## config.mk

```make
export PLATFORM = sky130hd
export DESIGN_NAME = paged_ram_window
export DESIGN_NICKNAME = d
export VERILOG_FILES = /design/src/rtl/prw_pkg.sv /design/src/rtl/prw_page_reg.sv /design/src/rtl/prw_addr_map.sv /design/src/rtl/paged_ram_window.sv
export SDC_FILE = /design/constraint.sdc
export NUM_CORES = 1
export LEC_CHECK = 0
export ABC_AREA = 1
export BUFFER_PORTS_ARGS = -buffer_cell sky130_fd_sc_hd__clkbuf_2
export CAP_MARGIN = 10
export CORE_MARGIN = 5
export CORE_UTILIZATION = 40
export CTS_CLUSTER_SIZE = 8
export DETAILED_ROUTE_END_ITERATION = 6
export PLACE_DENSITY = 0.77
export SYNTH_ARGS = -nofsm -noshare
export SYNTH_HDL_FRONTEND = slang
export SYNTH_SLANG_ARGS = --single-unit
```

## constraint.sdc

```tcl
create_clock -name clk -period 3 [get_ports clk]
set_clock_uncertainty 0.05 [all_clocks]
set_input_delay 0.15 -clock clk [delete_from_list [all_inputs] [get_ports clk]]
set_output_delay 0.15 -clock clk [all_outputs]
set_load 0.02 [all_outputs]
```

## src/rtl/prw_pkg.sv

```systemverilog
package prw_pkg;
  typedef enum logic [1:0] {
    WIN_NONE  = 2'd0,
    WIN_PAGED = 2'd1,
    WIN_FLAT  = 2'd2
  } win_e;

  function automatic int unsigned last_of(input logic big, input int unsigned small_n,
                                          input int unsigned big_n);
    return big ? (big_n - 1) : (small_n - 1);
  endfunction
endpackage

```

## src/rtl/prw_page_reg.sv

```systemverilog
module prw_page_reg #(
  parameter int PAGES_SMALL = 160,
  parameter int PAGES_BIG   = 288,
  parameter int PAGE_W      = 9,
  parameter int REG_W       = 32,
  parameter int LEG_W       = 8
) (
  input  logic               clk,
  input  logic               rst,
  input  logic               size_sel,
  input  logic               pg_wr,
  input  logic [REG_W/8-1:0] pg_be,
  input  logic [REG_W-1:0]   pg_wdata,
  input  logic               leg_wr,
  input  logic [LEG_W-1:0]   leg_wdata,
  output logic [PAGE_W-1:0]  page_q,
  output logic               fold_q,
  output logic [PAGE_W-1:0]  last_pg
);
  import prw_pkg::*;

  localparam int NLANE = REG_W / 8;

  logic [REG_W-1:0] held;
  logic [REG_W-1:0] merged;
  logic [REG_W-1:0] last_w;
  logic [REG_W-1:0] clamped;
  logic [PAGE_W-1:0] leg_page;
  logic              leg_fold;

  assign last_w  = REG_W'(last_of(size_sel, PAGES_SMALL, PAGES_BIG));
  assign last_pg = last_w[PAGE_W-1:0];
  assign held    = {{(REG_W-PAGE_W){1'b0}}, page_q};

  // per-lane merge: low lane write zeroes untouched upper lanes
  for (genvar b = 0; b < NLANE; b++) begin : g_lane
    if (b == 0) begin : g_low
      assign merged[7:0] = pg_be[0] ? pg_wdata[7:0] : held[7:0];
    end else begin : g_high
      assign merged[b*8 +: 8] = pg_be[b] ? pg_wdata[b*8 +: 8] :
                                (pg_be[0] ? 8'h00 : held[b*8 +: 8]);
    end
  end

  assign clamped = (merged > last_w) ? last_w : merged;

  // compatibility translation
  always_comb begin
    leg_page = {{(PAGE_W-LEG_W){1'b0}}, leg_wdata};
    leg_fold = 1'b0;
    if (!size_sel && leg_wdata[LEG_W-1]) begin
      leg_page = {{(PAGE_W-LEG_W+1){1'b0}}, leg_wdata[LEG_W-2:0]};
      leg_fold = 1'b1;
    end
  end

  always_ff @(posedge clk) begin
    if (rst) begin
      page_q <= '0;
      fold_q <= 1'b0;
    end else if (pg_wr) begin
      page_q <= clamped[PAGE_W-1:0];
      fold_q <= 1'b0;
    end else if (leg_wr) begin
      page_q <= leg_page;
      fold_q <= leg_fold;
    end
  end


  page_in_range_chk: assert property (@(posedge clk) disable iff (rst)
    page_q <= last_pg);


  lane0_clear_chk: assert property (@(posedge clk) disable iff (rst)
    (pg_wr && pg_be == NLANE'(1)) |=> (page_q <= PAGE_W'(255)));


  fold_small_only_chk: assert property (@(posedge clk) disable iff (rst)
    fold_q |-> !size_sel);
endmodule

```

## src/rtl/prw_addr_map.sv

```systemverilog
module prw_addr_map #(
  parameter int PAGE_W = 9,
  parameter int OFF_W  = 15,
  parameter int ADDR_W = PAGE_W + OFF_W
) (
  input  logic              clk,
  input  logic              rst,
  input  logic              mem_en,
  input  logic              legacy_en,
  input  logic              pw_sel,
  input  logic              npw_sel,
  input  logic              acc_rd,
  input  logic              acc_wr,
  input  logic [OFF_W-1:0]  acc_off,
  input  logic [PAGE_W-1:0] page_q,
  input  logic              fold_q,
  input  logic [PAGE_W-1:0] last_pg,
  output logic [ADDR_W-1:0] sram_addr,
  output logic              sram_rd,
  output logic              sram_wr
);
  import prw_pkg::*;

  win_e              win;
  logic [OFF_W-1:0]  off_eff;
  logic [ADDR_W-1:0] addr_nxt;

  always_comb begin
    win = WIN_NONE;
    if (mem_en && (acc_rd || acc_wr)) begin
      if (pw_sel)                      win = WIN_PAGED;
      else if (npw_sel && legacy_en)   win = WIN_FLAT;
    end
  end

  assign off_eff = fold_q ? {1'b1, acc_off[OFF_W-2:0]} : acc_off;

  always_comb begin
    case (win)
      WIN_PAGED: addr_nxt = {page_q, off_eff};
      WIN_FLAT:  addr_nxt = {last_pg, acc_off};
      default:   addr_nxt = sram_addr;
    endcase
  end

  always_ff @(posedge clk) begin
    if (rst) begin
      sram_addr <= '0;
      sram_rd   <= 1'b0;
      sram_wr   <= 1'b0;
    end else begin
      sram_addr <= addr_nxt;
      sram_rd   <= (win != WIN_NONE) && acc_rd;
      sram_wr   <= (win != WIN_NONE) && acc_wr;
    end
  end


  mem_gate_chk: assert property (@(posedge clk) disable iff (rst)
    !mem_en |=> !(sram_rd || sram_wr));


  flat_gate_chk: assert property (@(posedge clk) disable iff (rst)
    (!legacy_en && !pw_sel) |=> !(sram_rd || sram_wr));


  flat_last_page_chk: assert property (@(posedge clk) disable iff (rst)
    (mem_en && legacy_en && npw_sel && !pw_sel && acc_rd)
      |=> (sram_addr[ADDR_W-1:OFF_W] == $past(last_pg)));
endmodule

```

## src/rtl/paged_ram_window.sv

```systemverilog
module paged_ram_window #(
  parameter int PAGES_SMALL = 160,
  parameter int PAGES_BIG   = 288,
  parameter int OFF_W       = 15,
  parameter int REG_W       = 32,
  parameter int LEG_W       = 8,
  parameter int PAGE_W      = $clog2(PAGES_BIG),
  parameter int ADDR_W      = PAGE_W + OFF_W
) (
  input  logic               clk,
  input  logic               rst,
  input  logic               size_sel,
  input  logic               legacy_en,
  input  logic               mem_en,
  input  logic               pg_wr,
  input  logic [REG_W/8-1:0] pg_be,
  input  logic [REG_W-1:0]   pg_wdata,
  output logic [REG_W-1:0]   pg_rdata,
  input  logic               leg_wr,
  input  logic [LEG_W-1:0]   leg_wdata,
  input  logic               pw_sel,
  input  logic               npw_sel,
  input  logic               acc_rd,
  input  logic               acc_wr,
  input  logic [OFF_W-1:0]   acc_off,
  output logic [ADDR_W-1:0]  sram_addr,
  output logic               sram_rd,
  output logic               sram_wr
);
  logic [PAGE_W-1:0] page_q;
  logic [PAGE_W-1:0] last_pg;
  logic              fold_q;

  prw_page_reg #(
    .PAGES_SMALL(PAGES_SMALL), .PAGES_BIG(PAGES_BIG), .PAGE_W(PAGE_W),
    .REG_W(REG_W), .LEG_W(LEG_W)
  ) u_page (
    .clk(clk), .rst(rst), .size_sel(size_sel),
    .pg_wr(pg_wr), .pg_be(pg_be), .pg_wdata(pg_wdata),
    .leg_wr(leg_wr), .leg_wdata(leg_wdata),
    .page_q(page_q), .fold_q(fold_q), .last_pg(last_pg)
  );

  prw_addr_map #(.PAGE_W(PAGE_W), .OFF_W(OFF_W), .ADDR_W(ADDR_W)) u_map (
    .clk(clk), .rst(rst), .mem_en(mem_en), .legacy_en(legacy_en),
    .pw_sel(pw_sel), .npw_sel(npw_sel), .acc_rd(acc_rd), .acc_wr(acc_wr),
    .acc_off(acc_off), .page_q(page_q), .fold_q(fold_q), .last_pg(last_pg),
    .sram_addr(sram_addr), .sram_rd(sram_rd), .sram_wr(sram_wr)
  );

  assign pg_rdata = {{(REG_W-PAGE_W){1'b0}}, page_q};
endmodule

```

Word level (Yosys, flattened, before mapping)

Index checks and enable logic that the tools add are counted.
W data, S select, Z words.

Register bits: 36
Output and inout port bits: 58

Reduce and logical (&&, ||, !) cells: 11
Mux-type cells: 16
Equality and inequality tests: 2
Order comparisons: 1

Operator list:

| operator             | count |
|---|---|
| $pmux W24 S2         | 1 |
| $mux W8              | 5 |
| $mux W9              | 4 |
| $gt A32 B9 Y1        | 1 |
| $mux W15             | 1 |
| $mux W2              | 3 |
| $reduce_bool A2 Y1   | 3 |
| $logic_and A1 B1 Y1  | 5 |
| $eq A2 B1 Y1 const B | 1 |
| $eq A2 B2 Y1 const B | 1 |
| $mux W1              | 2 |
| $reduce_or A2 Y1     | 1 |
| $logic_not A1 Y1     | 1 |
| $logic_or A1 B1 Y1   | 1 |

Longest topological paths before layout

Gate-level depths: netlist (run 1).

Word-level depth: 6
Depth in mapped cells: 15

By module

Synthesis (run 1) repeated with hierarchy kept, for this count alone.

Cells, all modules: 349
Area total of the unflattened synthesis: 2202.1 sq um

By module, submodules not included:

| module           | cells an instance | times used | sequential area each (sq um) | area each (sq um) |
|---|---|---|---|---|
| prw_addr_map     | 160               | 1          | 520.5                        | 1119.8 |
| prw_page_reg     | 165               | 1          | 200.2                        | 905.9 |
| paged_ram_window | 24                | 1          | 0.0                          | 176.4 |

Worst setup path before layout (run 1)

No wires, ideal clock.

Path kind: input to register
Start point: input legacy_en
End point: register u_map.sram_addr[22]
Library setup time: 0.116 ns
Arrival: 1.694 ns
Setup slack: 1.140 ns
Stages on the path: 10
Cell sequence: inv_1 -> nor4_1 -> inv_1 -> ha_1 -> clkbuf_1 -> clkinv_1 -> a21oi_1 -> o21ai_0 -> o211ai_1 -> inv_1

Longest elaborated chain between the ends: 6
Elaborated cells on any way between the ends: 8

RTL lines:

| what                                                      | line                   | source |
|---|---|---|
| start, declared                                           | paged_ram_window.sv:13 | `input logic legacy_en,` |
| $logic_and A1 B1 Y1 (*)                                   | prw_addr_map.sv:32     | `else if (npw_sel && legacy_en) win = WIN_FLAT;` |
| $mux W2 (*)                                               | prw_addr_map.sv:32     |  |
| $mux W2 (*)                                               | prw_addr_map.sv:31     | `if (pw_sel) win = WIN_PAGED;` |
| $mux W2 (*)                                               | prw_addr_map.sv:30     | `if (mem_en && (acc_rd \|\| acc_wr)) begin` |
| $eq A2 B2 Y1 / $eq A2 B1 Y1 (equally long branches)       | prw_addr_map.sv:39     | `case (win)` |
| $pmux W24 S2 / $reduce_bool A2 Y1 (equally long branches) | -                      |  |
| end signal, assigned                                      | prw_addr_map.sv:52     | `sram_addr <= addr_nxt;` |
| end, declared                                             | prw_addr_map.sv:18     | `output logic [ADDR_W-1:0] sram_addr,` |

Mark *: on every way between the ends. The rest lies on a longest branch, timed or not.
A chain may end at the register's enable or synchronous reset.

Worst setup path in the final report (run 1)

Start point: register u_page.page_q[8]
End point: register u_page.page_q[2]

Longest elaborated chain between the ends: 5

RTL lines:

| what                   | line               | source |
|---|---|---|
| start, declared        | prw_page_reg.sv:16 | `output logic [PAGE_W-1:0] page_q,` |
| start signal, assigned | prw_page_reg.sv:62 | `page_q <= clamped[PAGE_W-1:0];` |
| start signal, assigned | prw_page_reg.sv:65 | `page_q <= leg_page;` |
| $mux W1                | prw_page_reg.sv:41 | `(pg_be[0] ? 8'h00 : held[b*8 +: 8]);` |
| $mux W8                | prw_page_reg.sv:40 | `assign merged[b*8 +: 8] = pg_be[b] ? pg_wdata[b*8 +: 8] :` |
| $gt A32 B9 Y1          | prw_page_reg.sv:45 | `assign clamped = (merged > last_w) ? last_w : merged;` |
| $mux W9                | prw_page_reg.sv:45 |  |
| $mux W9                | prw_page_reg.sv:61 | `end else if (pg_wr) begin` |

Every way passes these cells.

==> results.md, run 1 <==
- The number of standard cells in the layout, taps in and fillers out is 436.
- The number of placed I/O pins is 128.
- The maximum clock path buffer count is 2.
- The width of the die is 78.9 um.
- The final critical path takes up 66.3% of the cycle.
- TritonCTS built the clock tree.
- For this configuration, the core starts out at a cell density of 40.8%.
- The critical setup path kind is reg -> reg.
- Timing would allow up to 503 MHz.
- The number of antenna diodes in the final layout is 0.
- The capture point of the worst reg-to-reg path is u_page.page_q[2].
- The max-slew headroom at the worst pin is 47.4%.
- The post-route netlist has 30.4% of its cells at a drive strength greater than 1.
- The wire length of the first global-routing pass is 8.46 mm.
- Summed over all cells, the static leakage comes to 1.32 nW.
- The worst-case register-to-register setup slack is 1010 ps.
- The detailed-route via count is 2074.
- The class of the worst hold path is in -> reg.
- The mean area per synthesized cell is 6.81 um^2.
- In this run the critical register-to-register path is launched from u_page.page_q[8].
- The number of buffers created by CTS is 5.
- The global placer's final weighted congestion is 0.909.
- STA classifies the critical path startpoint as a register.
- The number of DRC markers in iteration 0 is 123.
- The placed wire-length estimate after detailed placement is 4.25 mm.
- The cell total after placement is 428.
- The cell family contributing the most delay on the critical path is simple AND/OR/NAND/NOR gates.
- Dividing the detail-routed wire length by the instance count gives 12.1 um.
- The number of antenna violations at the first check in global routing is 0.
- The first-pass detailed-route iteration total is 6.
- The floorplan row count is 25.
- The die outline height is 78.9 um.
- In the routed design, unresolved DRC markers number 0.
- The most common cell after layout, fill and taps aside is sky130_fd_sc_hd__clkbuf_2.
- In the layout the commonest cells are 104 x sky130_fd_sc_hd__clkbuf_2, 53 x sky130_fd_sc_hd__o21ai_0, 45 x sky130_fd_sc_hd__nand2_1, 45 x sky130_fd_sc_hd__nor2_1, 36 x sky130_fd_sc_hd__dfxtp_1.
- The synthesis warning total is 0.
- The post-CTS setup repair buffer count is 0.
- The post-cts hold buffer count is 0.
- The count of H-tree levels built during CTS is 2.
- The proportion of synthesized chip area in sequential cells is 37.9%.
- After global routing the overflow that remains totals 0.
- The detail-routed via count per cell is 4.76.
- At the later pin of the worst-skew pair, clock insertion delay measures 280 ps.
- The smallest hold slack is 38.9 ps.
- The number of instances in the synthesized netlist is 279.
- Port buffering added 104 buffers.
- The count of final hold-check violations came to 0.
- The highest cell delay on the worst timing path is 350 ps.
- The capturing element of the worst setup path is u_page.page_q[2].
- The total global-route track usage is 16.6%.
- The core region area is 4660 um^2.
- For the pin with the worst max-slew slack, the measured transition is 788 ps.
- Data on the critical path is required at its endpoint by 3110 ps.
- Traced cell by cell, the critical path runs through nand2_1 -> nand2_1 -> o21ai_0 -> inv_1 -> ha_1 -> inv_1 -> a21oi_1 -> nand2_1 -> nor2_1 -> nand2_2 -> o21ai_0 -> a31oi_1.
- The synthesized netlist occupies a cell area of 1900 um^2.
- By instance count, the cell type seen most on the critical path is sky130_fd_sc_hd__nand2_1.
- The total non-filler cell area in the finished layout is 2450 um^2.
- The arrival time of data at the critical path endpoint is 2100 ps.
- From synthesis to final layout, the design area changed by 29.1%.
- After the last flow step, the layout net total stands at 455.
- Along the worst path, the maximum fanout reaches 6.
- The buffering stage count on the worst path with inverters included is 2.
- The die area is 6230 um^2.
- In this run the worst setup path begins at u_page.page_q[8].
- The number of unique standard cell types used by synthesis is 23.
- The tool flagged a number of max-cap violations equal to 0.
- Synthesis inferred 36 register bits.
- The post-CTS clock slew at the launch and capture registers of the worst setup and hold paths is 70 ps.
- The power per standard cell area is 470 nW/um^2.
- The post-layout total power is 0.00115 W.
- The tree built by TritonCTS fans out to 36 sinks.
- Setup repair after global routing left no endpoint under its margin.
- After clock tree synthesis, the repair step resized 0 gates.
- The maximum number of pins on one net before global-route repair is 32.
- The clock period minus worst slack is 1990 ps.
- The setup TNS is 0 ps.
- The count of cell instances traversed by the critical path is 12.
- Summing all placed instances gives a cell area of 2360 um^2.
- The flow ran to the end, and the final reports show no timing, DRC or antenna violations.
- The final-report setup violation count is 0.
- The remaining number of nets flagged by the antenna check after routing is 0.
- The worst IR drop on VDD is 252 uV.
- The via count of the first global-routing pass was 1956.
- The type of element capturing the critical path is a register.
- The count of final max-slew check failures was 0.
- The logic depth of the worst register-to-register path is 12.
- The slowest stage of the critical path is the sky130_fd_sc_hd__dfxtp_1 cell.
- The master cell of the clock root buffer is sky130_fd_sc_hd__clkbuf_8.
- The post-detailed-routing wire length is 5.29 mm.
==> cells in the mapped netlist <==
cell	count	area, um^2
sky130_fd_sc_hd__a211oi_1	1	7.51
sky130_fd_sc_hd__a21oi_1	12	60.1
sky130_fd_sc_hd__a31o_2	1	8.76
sky130_fd_sc_hd__a31oi_1	9	56.3
sky130_fd_sc_hd__buf_2	1	5.00
sky130_fd_sc_hd__buf_4	23	173
sky130_fd_sc_hd__buf_6	1	11.3
sky130_fd_sc_hd__clkbuf_1	7	26.3
sky130_fd_sc_hd__clkinv_1	2	7.51
sky130_fd_sc_hd__conb_1	1	3.75
sky130_fd_sc_hd__dfxtp_1	36	721
sky130_fd_sc_hd__ha_1	4	50.1
sky130_fd_sc_hd__inv_1	25	93.8
sky130_fd_sc_hd__inv_2	1	3.75
sky130_fd_sc_hd__nand2_1	45	169
sky130_fd_sc_hd__nand2_2	3	18.8
sky130_fd_sc_hd__nand3_1	3	15.0
sky130_fd_sc_hd__nand4_1	2	12.5
sky130_fd_sc_hd__nor2_1	45	169
sky130_fd_sc_hd__nor3_1	2	10.0
sky130_fd_sc_hd__nor4_1	1	6.26
sky130_fd_sc_hd__o211ai_1	1	7.51
sky130_fd_sc_hd__o21ai_0	53	265
==> stage by stage <==
stage / worst slack, ps / utilization, %
3_5_place_dp: 817 / 50.7
3_3_place_gp: 876 / 50.7
2_1_floorplan: 1140 / -
6_report: 1010 / 52.6
5_1_grt: 772 / 52.6
4_1_cts: 1010 / 52.6
==> final cells by class <==
cell class	count	area, um^2
Multi-Input combinational cell	205	942
Clock buffer	8	90.1
Sequential cell	36	721
Tap cell	54	67.6
Inverter	28	105
Fill cell	484	2210
Timing Repair Buffer	105	528
==> worst min-delay path, stage by stage <==
cell and delay (ps):
sky130_fd_sc_hd__clkbuf_2 80, sky130_fd_sc_hd__a211oi_1 30, sky130_fd_sc_hd__nor2_1 70
==> how the worst min path moves through the flow <==
stage | start | end | slack [ps] | cells after the start
2_1_floorplan | rst | u_map.sram_addr[23] | 170 | 1
4_1_cts | acc_off[14] | u_map.sram_addr[14] | 40 | 3
6_report | acc_off[14] | u_map.sram_addr[14] | 40 | 3
5_1_grt | acc_off[10] | u_map.sram_addr[10] | 50 | 3
3_3_place_gp | acc_off[14] | u_map.sram_addr[14] | 310 | 3
3_5_place_dp | acc_off[14] | u_map.sram_addr[14] | 330 | 3
==> per-layer routing <==
layer  part of all wire, %  up-vias  GRT usage (%)
li1                      -     1062              -
met1                    41      925           20.3
met2                    50       83           29.3
met3                   7.6        4           4.31
met4                  0.72        0           3.61
met5                     0        -              0
==> cells by family (layout without fill, tap and decap cells) <==
kind of cell	after synthesis	after routing	share of synthesized area (%)
flops	36	36	37.9
buf+inv	60	141	16.9
other cells	1	23	0.197
simple gates	101	101	21.1
compound gates	77	77	21.3
fa+ha+maj	4	4	2.63
==> state kept, by name, summed over array words and instances (netlist names) <==
register and flops:
u_map.sram_wr 1, u_page.fold_q 1, u_map.sram_rd 1, u_page.page_q 9, u_map.sram_addr 24
==> power by group <==
group | internal [W] | total (W) | switching, W
Clock | 0.000187 | 0.000347 | 0.000160
Sequential | 0.000513 | 0.000534 | 0.0000203
Combinational | 0.0000947 | 0.000273 | 0.000178
(Power assumes the default switching activity.)
==> run 2: changes to the inputs <==
--- a/config.mk
+++ b/config.mk
@@ -9,7 +9,7 @@
 export BUFFER_PORTS_ARGS = -buffer_cell sky130_fd_sc_hd__clkbuf_2
 export CAP_MARGIN = 10
 export CORE_MARGIN = 5
-export CORE_UTILIZATION = 40
+export CORE_UTILIZATION = 38
 export CTS_CLUSTER_SIZE = 8
 export DETAILED_ROUTE_END_ITERATION = 6
 export PLACE_DENSITY = 0.77
==> constraint.sdc (replaced) <==
create_clock -name clk -period 1.7 [get_ports clk]
set_clock_uncertainty 0.05 [all_clocks]
set_input_delay 0.085 -clock clk [delete_from_list [all_inputs] [get_ports clk]]
set_output_delay 0.085 -clock clk [all_outputs]
set_load 0.02 [all_outputs]
==> results.md, run 2 (synthesis gave the netlist of run 1 again) <==
- The die area is 6520 um^2.
- In the layout the commonest cells are 104 x sky130_fd_sc_hd__clkbuf_2, 47 x sky130_fd_sc_hd__o21ai_0, 44 x sky130_fd_sc_hd__nor2_1.
- The type of element capturing the critical path is a register.
- The final reports fail on negative setup slack.
- The number of buffers created by CTS is 5.
- Setup repair after global routing could not meet its margin everywhere.
- The clock period minus worst slack is 1770 ps.
- The max capacitance violation total is 0.
- The first global-routing pass estimated 9.86 mm of wire.
- Detailed routing inserted a total of 2266 vias.
- Measured on the finished design, the core utilization comes to 60.1%.
- The setup path with the least slack is of type reg -> reg.
- The flip-flop count of the largest register, all copies and words added is 24.
- TritonCTS built the clock tree.
- Entering global routing, the biggest net connects 18 pins.
- The kind of start point of the critical path is a register.
- The count of final max-slew check failures was 0.
- The arrival time of data at the critical path endpoint is 1910 ps.
- Using the TritonRoute via totals, the vias-per-cell ratio works out to 4.68.
- The count of nets after finishing is 490.
- The repair_antennas step left the layout with diodes totalling 0.
- The upper clock frequency limit is 565 MHz.
- The wire-length estimate of the detail-placed layout is 4.63 mm.
- The via count of the first global-routing pass is 2207.
- The class of the worst hold path is in -> reg.
- The design draws 0.00221 W.
- The placement-stage worst setup slack is -131 ps.
- Compared with the post-synthesis result, the final layout area differs by 51.2%.
- The final critical-path setup slack is -69.1 ps.
- Dividing total power by cell area gives a power density of 769 nW/um^2.
- The congestion estimate from routability-driven global placement came to 0.898.
- The total global-route track usage is 19.5%.
- The smallest hold slack is 4.37 ps.
- From bottom edge to top edge, the die measures 80.7 um.
- The TritonCTS sink count is 36.
- After the first detailed-routing iteration, the DRC count stood at 84.
- The run finished, with violations left.
- The count of final hold-check violations is 0.
- The core region is 4790 um^2.
- The floorplan has 25 rows.
- The width of the die is 80.7 um.
- For this run, the number of standard cells in the final layout without fillers is 484.
- The pre-antenna-repair detailed-routing pass consisted of 5 iterations.
- In the routed design, unresolved DRC markers number 0.
- The post-CTS clock slew at the launch and capture registers of the worst setup and hold paths is 80 ps.
- The highest net fanout along the worst path is 6.
- Setup violations remaining at the end of the flow were counted as 6.
- Once the floorplan was initialized, standard cells occupied 39.7% of the core.
- The clock reaches the later pin of the worst-skew pair after 300 ps.
- The master cell of the clock root buffer is sky130_fd_sc_hd__clkbuf_8.
- For this run the aggregate overflow at the end of global routing stands at 0.
- The register with the most flip-flops in the final layout is u_map.sram_addr.
- The worst-case IR drop observed on VDD is 419 uV.
- The most common cell after layout, fill and taps aside is sky130_fd_sc_hd__clkbuf_2.
- In this run, placement finished with an instance count of 453.
- The clock tree synthesis step divided the H-tree into 2 levels.
- The maximum clock path buffer count is 2.
- The routed length per placed instance is 13.3 um.
- The largest registers in the layout are u_map.sram_addr (24), u_page.page_q (9).
- The post-route netlist has 35.7% of its cells at a drive strength greater than 1.
- Summed over all cells, the static leakage comes to 1.50 nW.
- The number of antenna violations at the first check in global routing is 0.
- Once detail routing completed, the nets flagged for antenna violations numbered 0.
- The portion of the clock cycle consumed by the worst path in the final layout is 104%.
- The count of buffers inserted at the top-level ports is 104.
- The post-detailed-routing wire length is 6.42 mm.
- Pin placement for this block handled 128 I/O pins.
- At the worst endpoint, the required time is 1840 ps.
## run 2: report_power, final
group	internal, W	total [W]	switching [W]
clock network	0.000370	0.000684	0.000314
logic	0.000232	0.000586	0.000354
registers	0.000905	0.000940	0.0000349
total	0.00151	0.00221	0.000703
## run 2: final timing paths
path,startpoint,endpoint,slack [ps],cells past startpoint
worst min register to register,u_map.sram_addr[23],u_map.sram_addr[23],420,2
worst max-delay path,u_page.page_q[8],u_page.page_q[8],-70,14
worst min-delay path,leg_wdata[1],u_page.page_q[1],4,3
worst max register to register,u_page.page_q[8],u_page.page_q[8],-70,14
## run 2: per-layer routing
metal | share of wire [%] | track usage [%]
met5 | 0 | 0
met4 | 2.7 | 9.12
met3 | 6.9 | 4.93
met2 | 52 | 35.8
met1 | 38 | 20.7
## run 2: critical path, cell delays in order (launching register included)
cell	delay, ps
sky130_fd_sc_hd__dfxtp_4	350
sky130_fd_sc_hd__nand2_2	60
sky130_fd_sc_hd__nand2_2	60
sky130_fd_sc_hd__o21ai_2	80
sky130_fd_sc_hd__inv_2	60
sky130_fd_sc_hd__ha_4	260
sky130_fd_sc_hd__inv_2	30
sky130_fd_sc_hd__a21oi_2	110
sky130_fd_sc_hd__nand2_2	70
sky130_fd_sc_hd__nor2_4	130
sky130_fd_sc_hd__nand2_4	110
sky130_fd_sc_hd__inv_4	70
sky130_fd_sc_hd__nand2_1	60
sky130_fd_sc_hd__nand3_1	90
sky130_fd_sc_hd__a21oi_1	70
## run 2: through the flow
| step | TNS (ps) | cell area, um^2 |
|---|---|---|
| after global placement | -305 | 2480 |
| after detailed placement | -945 | 2480 |
| after global routing | -858 | 2870 |
| after floorplan | -17.2 | 1990 |
| final | -166 | 2870 |
| after CTS | -308 | 2820 |
## run 2: what timing repair did
item	in CTS	in global routing
pin swaps	10	5
endpoints found under the setup margin	8	9
gates cloned	0	0
endpoints found under the hold margin	24	0
buffers inserted	2	1
resized for setup	9	13
hold buffers	20	0
## run 2: cell type report
| type | count | area [um^2] |
|---|---|---|
| inverters | 28 | 109 |
| well taps | 67 | 83.8 |
| clock buffers | 8 | 100 |
| multi-input cells | 205 | 1010 |
| repair buffers | 140 | 841 |
| fillers | 423 | 1910 |
| flip-flops and latches | 36 | 726 |
